`config.mk`:
```
export PLATFORM = sky130hd
export DESIGN_NAME = phase_clkgen
export DESIGN_NICKNAME = d
export VERILOG_FILES = /design/src/rtl/phc_pkg.sv /design/src/rtl/phc_startup.sv /design/src/rtl/phc_trigger.sv /design/src/rtl/phc_seq.sv /design/src/rtl/phase_clkgen.sv
export SDC_FILE = /design/constraint.sdc
export NUM_CORES = 1
export LEC_CHECK = 0
export ABC_AREA = 1
export ABC_CLOCK_PERIOD_IN_PS = 4200
export BUFFER_PORTS_ARGS = -buffer_cell sky130_fd_sc_hd__buf_2
export CORE_ASPECT_RATIO = 1.2
export CORE_MARGIN = 2
export CORE_UTILIZATION = 55
export CTS_BUF_LIST = sky130_fd_sc_hd__clkbuf_4 sky130_fd_sc_hd__clkbuf_8 sky130_fd_sc_hd__clkbuf_16
export DETAILED_ROUTE_END_ITERATION = 8
export PLACE_DENSITY = 0.72
export SETUP_SLACK_MARGIN = 0.1
export SYNTH_ARGS = -nofsm -noshare
export SYNTH_HDL_FRONTEND = slang
export SYNTH_SLANG_ARGS = --single-unit
```
`constraint.sdc`:
```
create_clock -name clk -period 4.2 [get_ports clk]
set_clock_uncertainty 0.05 [all_clocks]
set_input_delay 0.84 -clock clk [delete_from_list [all_inputs] [get_ports clk]]
set_output_delay 0.84 -clock clk [all_outputs]
set_load 0.02 [all_outputs]
```
`src/rtl/phc_pkg.sv`:
```
package phc_pkg;
  // Slot order is behaviour: action, step advance, snapshot, gap.
  typedef enum logic [1:0] {
    SL_ACT  = 2'd0,
    SL_STEP = 2'd1,
    SL_SNAP = 2'd2,
    SL_GAP  = 2'd3
  } slot_e;
endpackage

```
`src/rtl/phc_startup.sv`:
```
module phc_startup #(
  parameter int unsigned STARTUP_CYCLES = 250_000_000
) (
  input  logic clk,
  input  logic rst,
  output logic mrst
);
  localparam int unsigned CW = $clog2(STARTUP_CYCLES + 1);
  localparam logic [CW-1:0] LAST = CW'(STARTUP_CYCLES - 1);

  logic [CW-1:0] cnt_q;

  always_ff @(posedge clk) begin
    if (rst) begin
      cnt_q <= '0;
      mrst  <= 1'b1;
    end else if (mrst) begin
      if (cnt_q == LAST) mrst <= 1'b0;
      else               cnt_q <= cnt_q + 1'b1;
    end
  end

  AST_MRST_STAYS_LOW: assert property (@(posedge clk) disable iff (rst)
    !mrst |=> !mrst);
endmodule

```
`src/rtl/phc_trigger.sv`:
```
module phc_trigger (
  input  logic clk,
  input  logic rst,
  input  logic auto_mode,
  input  logic man_step,
  input  logic halt,
  input  logic prog,
  input  logic mrst,
  input  logic busy,
  output logic start_req
);
  logic btn_q;
  logic press;
  logic allowed;

  always_ff @(posedge clk) begin
    if (rst) btn_q <= 1'b0;
    else     btn_q <= man_step;
  end

  assign press   = man_step & ~btn_q;
  assign allowed = ~mrst & ~halt & ~prog;

  always_comb begin
    if (auto_mode) start_req = allowed;
    else           start_req = allowed & press & ~busy;
  end
endmodule

```
`src/rtl/phc_seq.sv`:
```
module phc_seq
  import phc_pkg::*;
(
  input  logic clk,
  input  logic rst,
  input  logic start_req,
  output logic busy,
  output logic act_stb,
  output logic step_stb,
  output logic snap_stb
);
  slot_e slot_q, slot_d;
  logic  busy_d;
  logic  ref_hi_d;   // reference phase: high in ACT and SNAP slots
  logic  div_d;      // divide-by-two stage, changes while reference is low
  logic  boundary;

  assign boundary = ~busy | (slot_q == SL_GAP);

  always_comb begin
    busy_d = busy;
    slot_d = slot_q;
    if (boundary && start_req) begin
      busy_d = 1'b1;
      slot_d = SL_ACT;
    end else if (busy) begin
      if (slot_q == SL_GAP) busy_d = 1'b0;
      slot_d = slot_e'(slot_q + 2'd1);
    end
  end

  assign ref_hi_d = ~slot_d[0];
  assign div_d    = slot_d[1];

  always_ff @(posedge clk) begin
    if (rst) begin
      busy     <= 1'b0;
      slot_q   <= SL_ACT;
      act_stb  <= 1'b0;
      step_stb <= 1'b0;
      snap_stb <= 1'b0;
    end else begin
      busy     <= busy_d;
      slot_q   <= slot_d;
      act_stb  <= busy_d & ref_hi_d & ~div_d;
      snap_stb <= busy_d & ref_hi_d &  div_d;
      step_stb <= busy_d & (slot_d == SL_STEP);
    end
  end

  AST_NO_OVERLAP: assert property (@(posedge clk) disable iff (rst)
    !(act_stb && snap_stb));
  AST_ONE_STROBE: assert property (@(posedge clk) disable iff (rst)
    $onehot0({act_stb, step_stb, snap_stb}));
  AST_ACT_THEN_STEP: assert property (@(posedge clk) disable iff (rst)
    act_stb |=> step_stb);
  AST_STEP_THEN_SNAP: assert property (@(posedge clk) disable iff (rst)
    step_stb |=> snap_stb);
  AST_GAP_AFTER_SNAP: assert property (@(posedge clk) disable iff (rst)
    snap_stb |=> !(act_stb || step_stb || snap_stb));
endmodule

```
`src/rtl/phase_clkgen.sv`:
```
module phase_clkgen #(
  parameter int unsigned STARTUP_CYCLES = 250_000_000
) (
  input  logic clk,
  input  logic rst,
  input  logic auto_mode,
  input  logic man_step,
  input  logic halt,
  input  logic prog,
  output logic master_rst,
  output logic act_stb,
  output logic step_stb,
  output logic snap_stb
);
  logic start_req;
  logic busy;

  phc_startup #(.STARTUP_CYCLES(STARTUP_CYCLES)) u_startup (
    .clk  (clk),
    .rst  (rst),
    .mrst (master_rst)
  );

  phc_trigger u_trig (
    .clk       (clk),
    .rst       (rst),
    .auto_mode (auto_mode),
    .man_step  (man_step),
    .halt      (halt),
    .prog      (prog),
    .mrst      (master_rst),
    .busy      (busy),
    .start_req (start_req)
  );

  phc_seq u_seq (
    .clk       (clk),
    .rst       (rst),
    .start_req (start_req),
    .busy      (busy),
    .act_stb   (act_stb),
    .step_stb  (step_stb),
    .snap_stb  (snap_stb)
  );

  AST_QUIET_IN_RESET: assert property (@(posedge clk) disable iff (rst)
    master_rst |-> !(act_stb || step_stb || snap_stb));
  AST_HALT_NO_START: assert property (@(posedge clk) disable iff (rst)
    halt |=> !act_stb);
  AST_PROG_NO_START: assert property (@(posedge clk) disable iff (rst)
    prog |=> !act_stb);
  AST_MANUAL_NEEDS_BTN: assert property (@(posedge clk) disable iff (rst)
    (!auto_mode && $past(!auto_mode) && act_stb) |-> $past(man_step));
endmodule

```
**Word level (Yosys, flattened, before mapping)**

Index checks and enable logic that the tools add are counted.

- Flip-flop bits (word level): 36
- Output and inout port bits: 4
- Input port bits: 6
- Logic and storage cells: 41

- Bitwise operators: 18
- $add $sub $neg: 2
- Reductions and logical operators: 2
- Muxes and demuxes: 8
- Eq/ne operators: 3

Operator list:

| operator | number |
|---|---|
| adder 28 x 1 -> 28 bit, second input constant | 1 |
| equality test 28 bit, second input constant | 1 |
| bitwise AND 1 bit | 9 |
| inverter 1 bit | 8 |
| 2-to-1 mux 1 bit | 6 |
| 2-to-1 mux 2 bit | 2 |
| adder 2 x 1 -> 2 bit, second input constant | 1 |
| equality test 2 x 1 -> 1 bit, second input constant | 1 |
| equality test 2 bit, second input constant | 1 |
| AND reduction 2 bit | 1 |
| logical AND 1 bit | 1 |
| bitwise OR 1 bit | 1 |

**Depth between registers and ports, before layout**

Gate-level depths: netlist of the first run.

- Word-level depth: 11
- Depth in mapped cells: 10
- Gate-level depth less buffers: 10

**Modules after synthesis**

A second synthesis of the first run with hierarchy kept.

- Cells, all modules: 342
- Area, all modules: 2098.3 µm²

By module, submodules not included:

| module | area each (µm²) | sequential area each (µm²) | times used | cells an instance |
|---|---|---|---|---|
| phc_startup | 1783.0 | 580.6 | 1 | 297 |
| phc_seq | 251.5 | 120.1 | 1 | 34 |
| phc_trigger | 63.8 | 20.0 | 1 | 11 |

**Worst setup path after synthesis of the first run**

No wires, ideal clock.

- Path type: input -> register
- Start point: input port halt
- End point: register u_seq.snap_stb
- Arrival: 1.557 ns
- Data required time: 4.072 ns
- Path buffers: 0
- Stages: 7
- Setup slack: 2.515 ns
- Setup time: 0.078 ns
- Cell sequence: nor2_1 -> nand2_1 -> a21oi_1 -> o21ai_0 -> nand2_1 -> o21ai_0 -> nor3_1

- Word-level cells in the longest chain between the ends: 11
- Elaborated cells between the ends (all ways): 12
- Classes of those cells: mux (3); bitwise (8); reduce/logical (1)

Ends and longest elaborated chain:

| element | line | text |
|---|---|---|
| start, declared | phase_clkgen.sv:8 | `input logic halt,` |
| inverter 1 bit * | phc_trigger.sv:22 | `assign allowed = ~mrst & ~halt & ~prog;` |
| bitwise AND 1 bit * (2 in a row) | phc_trigger.sv:22 |  |
| bitwise AND 1 bit (2 in a row) | phc_trigger.sv:26 | `else start_req = allowed & press & ~busy;` |
| 2-to-1 mux 1 bit * | phc_trigger.sv:25 | `if (auto_mode) start_req = allowed;` |
| logical AND 1 bit * | phc_seq.sv:23 | `if (boundary && start_req) begin` |
| 2-to-1 mux 2 bit | phc_seq.sv:23 |  |
| inverter 1 bit | phc_seq.sv:32 | `assign ref_hi_d = ~slot_d[0];` |
| bitwise AND 1 bit | phc_seq.sv:46 | `snap_stb <= busy_d & ref_hi_d & div_d;` |
| bitwise AND 1 bit * | phc_seq.sv:46 |  |
| end signal, assigned | phc_seq.sv:46 |  |
| end, declared | phc_seq.sv:10 | `output logic snap_stb` |

Mark *: on every way between the ends. The rest lies on a longest branch, timed or not.
A chain may end at the register's enable or synchronous reset.

**Worst setup path after layout of the first run**

- Start point: register u_startup.mrst
- End point: output port master_rst

RTL lines:

| element | line | text |
|---|---|---|
| start, declared | phc_startup.sv:6 | `output logic mrst` |
| start signal, assigned | phc_startup.sv:16 | `mrst <= 1'b1;` |
| start signal, assigned | phc_startup.sv:18 | `if (cnt_q == LAST) mrst <= 1'b0;` |
| end, declared | phase_clkgen.sv:10 | `output logic master_rst,` |

No word-level cell between the ends.

==> flow_metrics.py, run 1 <==
metrics = {
    "status": {
        "status": "finished, final reports clean",
    },
    "die": {
        "ioPinCount": 10,
        "die_h_um": 73.53,
        "core_um2": 3910,
        "die_w_um": 61.94,
        "rows": 25,
        "dieArea_um2": 4554,
        "start_util_pct": 56.67,
    },
    "route": {
        "drt-total-wl_um": 5132,
        "wl_per_cell_um": 11.93,
        "top_layer": "met4",
        "drt_iter0_markers": 130,
        "dr_wl_met3_um": 217,
        "drc": 0,
        "viasPerCell": 5.012,
        "wl_met2_um": 2478,
        "ant_nets": 0,
        "wl_met1_um": 2315,
        "dr_total_vias": 2155,
        "drt_first_pass_iters": 4,
    },
    "critical_path": {
        "max_stage_delay_ns": 0.77,
        "critPathMaxFanout": 16,
        "crit_path_end_kind": "primary output",
        "crit_type": "flip-flop to primary output",
        "cp.arrival_ns": 1.34,
        "critical_path.cell_chain": "buf_2",
        "cp-start-kind": "flip-flop",
        "critPathBufInv": 1,
        "crit_family": "flip-flops",
        "crit_required_ns": 3.31,
        "cpMaxStageDelayCell": "dfxtp_1",
    },
    "layout": {
        "nFillCells": 403,
        "nets": 384,
        "design_area_um2": 2371,
        "antennaDiodeCount": 0,
        "syn_to_final_growth_pct": 7.002,
        "drive_gt1_share_pct": 6.383,
    },
    "cts": {
        "clock_path_buffers": 2,
        "cts_setup_buffers": 0,
        "cts-hold-fix-buffers": 0,
        "clock_sinks": 36,
        "clk_latency_ns": 0.29,
        "cts_tree": "built",
        "post_cts_resized": 0,
        "numCtsBuffers": 5,
        "root_buffer": "clkbuf_8",
        "htree_num_levels": 2,
        "clkTransAtPathRegs_ns": 0.07,
    },
    "synthesis": {
        "synth_cells": 369,
        "avgSynthCellArea_um2": 6.005,
        "ys_seq_elements": 36,
        "yosysUniqueCellTypes": 25,
        "synth_simple_gate_area_share_pct": 45.34,
        "synth_nets": 377,
        "synthMuxAreaShare_pct": 0,
        "synth_top_area_cell": "dfxtp_1",
        "synth_edf_count": 0,
        "ys_top_cells_by_count": "nand2_1 (141), nor2_1 (63), dfxtp_1 (36), inv_1 (36)",
        "yosysMostFrequentCell": "nand2_1",
        "syn_area_um2": 2216,
        "synth_compound_area_share_pct": 7.171,
        "synth_area_leaders": "dfxtp_1 (33%), nand2_1 (24%), nor2_1 (11%)",
        "synthFlopType": "dfxtp_1",
        "synth_fa_ha_area_share_pct": 1.129,
        "yosys.area.top_type_share_pct": 32.52,
        "synth_top_family_by_area": "simple AND/OR/NAND/NOR gates",
        "synth_xor_area_share_pct": 5.138,
        "synthArstFlopShare_pct": 0,
        "yosysSeqAreaShare_pct": 32.52,
        "yosys_warnings": 0,
    },
    "timing": {
        "finalSetupTns_ns": 0,
        "timing.final.crit_share_pct": 53.17,
        "slew_violations": 0,
        "worst_slew_pin_slew_ns": 0.7984,
        "layout_min_cycle_time_ns": 2.233,
        "max_freq_ghz": 0.4478,
        "final_hold_viol_count": 0,
        "rsz0062_at_grt": "false",
        "maxSlewHeadroom_pct": 46.71,
        "setup_violations": 0,
    },
    "global_routing": {
        "overflow": 0,
        "antenna_found_initial": 0,
        "grt_pass1_vias": 1983,
        "grt_pass1_wl_um": 8832,
        "grt_usage_pct": 25.89,
        "grt_max_degree": 34,
    },
    "power_and_ir_drop": {
        "ir_drop_mv": 0.1937,
        "p_leak_uw": 0.0009095,
        "p_total_uw": 628.6,
        "p_per_area_nw_per_um2": 265.1,
    },
    "placed_design": {
        "gp_congestion": 0.9650,
        "placed_cell_area_um2": 2275,
        "port_buffers": 9,
        "hpwl_um": 3873,
    },
    "hold_path": {
        "min_path_type": "flip-flop to flip-flop",
    },
    "flow_run": {
        "cap_viol_max_count": 0,
    },
}
[sequential cells by signal, indices dropped and copies added (netlist names)]
signal and count:
u_startup.mrst 1, u_startup.cnt_q 28, u_seq.slot_q 2, u_trig.btn_q 1
u_seq.busy 1, u_seq.step_stb 1, u_seq.snap_stb 1, u_seq.act_stb 1
[report_power, final]
group          switching (µW)  internal [µW]
registers                3.07            344
clock network             120            146
logic                    9.71           5.15
total                     133            495
[logic make-up after synthesis]
kind of cell,count (synthesis)
simple gates,241
flops,36
compound gates,31
xor+xnor,13
fa+ha+maj,2
buf+inv,46
[final cells by class]
class                           instances  area (µm²)  share of cell area (%)
Clock buffer                            7       96.34                   4.063
Inverter                               37       138.9                   5.858
Multi-Input combinational cell        287        1303                   54.93
Sequential cell                        36       720.7                   30.40
Tap cell                               54       67.56                   2.850
Timing Repair Buffer                    9       45.04                   1.900
[placed cells by master (no fill, tap or decap)]
| cell | Yosys | final |
|---|---|---|
| a21oi_1 | 24 | 24 |
| a21oi_2 | 1 | 1 |
| buf_2 | 1 | 9 |
| clkbuf_8 | 0 | 7 |
| dfxtp_1 | 36 | 36 |
| ha_1 | 2 | 2 |
| inv_1 | 36 | 36 |
| inv_2 | 1 | 1 |
| nand2_1 | 141 | 141 |
| nand2_4 | 1 | 1 |
| nand2_8 | 1 | 1 |
| nand3_1 | 24 | 24 |
| nand3_2 | 1 | 1 |
| nand3_4 | 1 | 1 |
| nand4_1 | 5 | 5 |
| nor2_1 | 63 | 63 |
| nor2_2 | 1 | 1 |
| nor2_4 | 1 | 1 |
| nor3_1 | 1 | 1 |
| nor4_1 | 1 | 1 |
| o21ai_0 | 6 | 6 |
| xnor2_1 | 2 | 2 |
| xor2_1 | 11 | 11 |
[path summary, 6_finish.rpt]
path	start	end	slack (ns)	cells after the start
worst max register to register	u_startup.cnt_q[0]	u_startup.cnt_q[21]	2.21	8
worst min-delay path	u_startup.cnt_q[26]	u_startup.cnt_q[26]	0.45	2
worst min register to register	u_startup.cnt_q[26]	u_startup.cnt_q[26]	0.45	2
worst max-delay path	u_startup.mrst	master_rst	1.97	1
[per-stage QoR]
step	cells	hold slack, ns	util (%)	setup WS [ns]
2_1_floorplan	369	0.4153	-	2.515
3_3_place_gp	423	0.4418	58.18	2.205
3_5_place_dp	423	0.4447	58.18	2.151
4_1_cts	430	0.4562	60.64	1.969
5_1_grt	430	0.4783	60.64	1.903
6_report	430	0.4518	60.64	1.967
[routing by layer]
layer / vias up / global-route usage (%)
li1: 1163 / -
met1: 938 / 32.24
met3: 12 / 5.810
met2: 42 / 42.82
met4: 0 / 9.220
met5: - / 0
No activity file was read; power rests on OpenSTA's default activity.
==> inputs of run 2 (changes only) <==
Settings changed: ABC_AREA 1 to 0, ABC_CLOCK_PERIOD_IN_PS 4200 to 2000, CORE_UTILIZATION 55 to 53, PLACE_DENSITY 0.72 to 0.74.
Clock period 4.2 ns to 2 ns, I/O delays scaled along.
==> run 2 against run 1 <==
  * Cell count fell by 42%
  * Sequential share of layout area rose by 6.8 points
  * Non-clock buffer count rose by 8
  * Design area fell by 17%
  * Critical path type is now flip-flop to flip-flop
  * Global-route usage fell by 5.5 points
==> flow_metrics.py, run 2 <==
metrics = {
    "status": {
        "status": "finished, final reports clean",
    },
    "route": {
        "ant_nets": 0,
        "drc": 0,
        "drt_iter0_markers": 44,
        "drt_first_pass_iters": 4,
        "dr_total_vias": 1483,
        "drt-total-wl_um": 3509,
        "wl_per_cell_um": 14.04,
        "viasPerCell": 5.932,
    },
    "hold_path": {
        "min_path_cells": 2,
        "min_path_type": "input port to flip-flop",
    },
    "placed_design": {
        "hpwl_um": 2546,
        "placed_cell_area_um2": 1859,
        "gp_congestion": 0.9405,
        "port_buffers": 9,
    },
    "timing": {
        "finalSetupTns_ns": 0,
        "layout_min_cycle_time_ns": 1.847,
        "worst_slew_pin_slew_ns": 0.4088,
        "slew_violations": 0,
        "maxSlewHeadroom_pct": 72.69,
        "final_hold_viol_count": 0,
        "setup_violations": 0,
        "rsz0062_at_grt": "false",
        "max_freq_ghz": 0.5413,
        "timing.final.crit_share_pct": 92.37,
    },
    "power_and_ir_drop": {
        "p_clk_share_pct": 39.6,
        "sequentialPowerShare_pct": 57.1,
        "p_int_uw": 1001,
        "p_switching_uw": 277.6,
        "p_leak_uw": 0.0007592,
        "p_per_area_nw_per_um2": 653.5,
        "combPwrFrac_pct": 3.3,
        "ir_drop_mv": 0.4938,
        "swShare_pct": 21.71,
    },
    "critical_path": {
        "crit_path_end_kind": "flip-flop",
        "cp-start-kind": "flip-flop",
        "crit_required_ns": 2.20,
        "cp.arrival_ns": 2.05,
        "critPathBufInv": 0,
        "max_stage_delay_ns": 0.39,
        "critPathMaxFanout": 6,
        "reg2reg_depth": 5,
        "critical_path.cell_chain": "nor4b_1 -> and4_1 -> a21oi_2 -> and3_4 -> mux2_4",
        "cpMaxStageDelayCell": "and4_1",
        "cp.depth": 5,
        "crit_family": "simple AND/OR/NAND/NOR gates",
        "crit_type": "flip-flop to flip-flop",
    },
    "synthesis": {
        "synth_nets": 204,
        "synth_cells": 196,
        "avgSynthCellArea_um2": 8.867,
        "ys_top_cells_by_count": "dfxtp_1 (36), nor2_1 (30), xnor2_1 (16)",
        "yosys_warnings": 0,
        "synth_top_area_cell": "dfxtp_1",
        "synthFlopType": "dfxtp_1",
        "yosys.area.top_type_share_pct": 41.47,
        "synthArstFlopShare_pct": 0,
        "yosysUniqueCellTypes": 39,
        "syn_area_um2": 1738,
        "ys_seq_elements": 36,
        "yosysSeqAreaShare_pct": 41.47,
        "synth_area_leaders": "dfxtp_1 (41%), xnor2_1 (8.1%), nor2_1 (6.5%)",
        "yosysMostFrequentCell": "dfxtp_1",
        "synth_edf_count": 0,
    },
    "layout": {
        "nets": 221,
        "top_register": "u_startup.cnt_q",
        "design_area_um2": 1957,
        "syn_to_final_growth_pct": 12.60,
        "drive_gt1_share_pct": 18.69,
        "largest_register_ffs": 28,
        "biggestRegsByFlops": "u_startup.cnt_q (28), u_seq.slot_q (2)",
        "antennaDiodeCount": 0,
        "layout_common_cells": "dfxtp_1 (32), nor2_1 (30), xnor2_1 (16)",
        "final_common_cell": "dfxtp_1",
    },
    "cts": {
        "root_buffer": "clkbuf_4",
        "cts_tree": "built",
        "cts_setup_buffers": 0,
        "clock_sinks": 36,
        "clock_path_buffers": 2,
        "clkTransAtPathRegs_ns": 0.11,
        "clk_latency_ns": 0.35,
        "htree_num_levels": 2,
        "numCtsBuffers": 5,
    },
    "die": {
        "ioPinCount": 10,
        "dieArea_um2": 3755,
        "die_h_um": 66.73,
        "rows": 22,
        "die_w_um": 56.28,
        "start_util_pct": 56.37,
        "core_um2": 3083,
    },
    "global_routing": {
        "grt_max_degree": 19,
        "grt_usage_pct": 20.36,
        "grt_pass1_vias": 1429,
        "grt_pass1_wl_um": 6003,
        "antenna_found_initial": 0,
        "overflow": 0,
    },
    "flow_run": {
        "cap_viol_max_count": 0,
    },
}
==> run 2: changes by cell type after synthesis, moves of 14 or more <==
cell / change
a21oi_1: -16
nand3_1: -17
nor2_1: -33
inv_1: -34
nand2_1: -128
xnor2_1: +14
==> run 2: repair_timing <==
item / in CTS / in global routing
resized for setup: 0 / 7
setup endpoints to repair: 0 / 10
hold buffers: 0 / 0
==> run 2: final cells by class <==
| type | count | area (µm²) |
|---|---|---|
| Clock buffer | 5 | 37.54 |
| Clock inverter | 3 | 42.54 |
| Fill cell | 266 | 1126 |
| Inverter | 2 | 7.507 |
| Multi-Input combinational cell | 151 | 991.0 |
| Sequential cell | 36 | 728.2 |
| Tap cell | 36 | 45.04 |
| Timing Repair Buffer | 17 | 105.1 |
==> run 2: power groups by stage <==
stage	registers, µW	logic, µW	clock network [µW]
2_1_floorplan	745	27.1	0
3_3_place_gp	745	40.8	0
3_5_place_dp	746	42.8	0
4_1_cts	730	42.7	523
5_1_grt	731	47.8	542
6_report	730	42.4	507
==> run 2: per-stage QoR <==
step,utilization [%],instances,hold WS [ns],setup WS (ns),power (µW)
after global placement,60.31,242,0.4376,0.1663,786.0
after floorplan,-,196,0.4222,0.1551,771.7
final,63.47,250,0.2299,0.1526,1279
after global routing,63.47,250,0.2549,0.07620,1320
after CTS,62.91,250,0.2201,0.1021,1295
after detailed placement,60.31,242,0.4552,0.1440,788.8
==> run 2: per-layer routing <==
layer / vias up / wire length, µm / global-route usage (%)
li1: 730 / - / -
met1: 707 / 1533 / 23.44
met2: 39 / 1736 / 35.88
met3: 7 / 178 / 4.272
met4: 0 / 61 / 9.821
met5: - / 0 / 0
==> run 2: cell families (layout without fill, tap and decap cells) <==
logic type,count (synthesis),after routing,synth area share (%)
flip-flops,36,36,41.47
AO/OA/AOI/OAI,19,19,7.127
AND/OR/NAND/NOR,104,104,33.98
buffers and inverters,9,27,2.088
XOR/XNOR,21,21,10.58
adder cells (fa/ha/maj),2,2,1.440
multiplexers,5,5,3.311
==> run 2: final timing paths <==
check,startpoint,endpoint,slack (ns)
hold reg to reg,u_startup.cnt_q[23],u_startup.cnt_q[23],0.48
setup / recovery,u_startup.cnt_q[8],u_startup.cnt_q[5],0.15
hold / removal,man_step,u_trig.btn_q,0.23
setup reg to reg,u_startup.cnt_q[8],u_startup.cnt_q[5],0.15
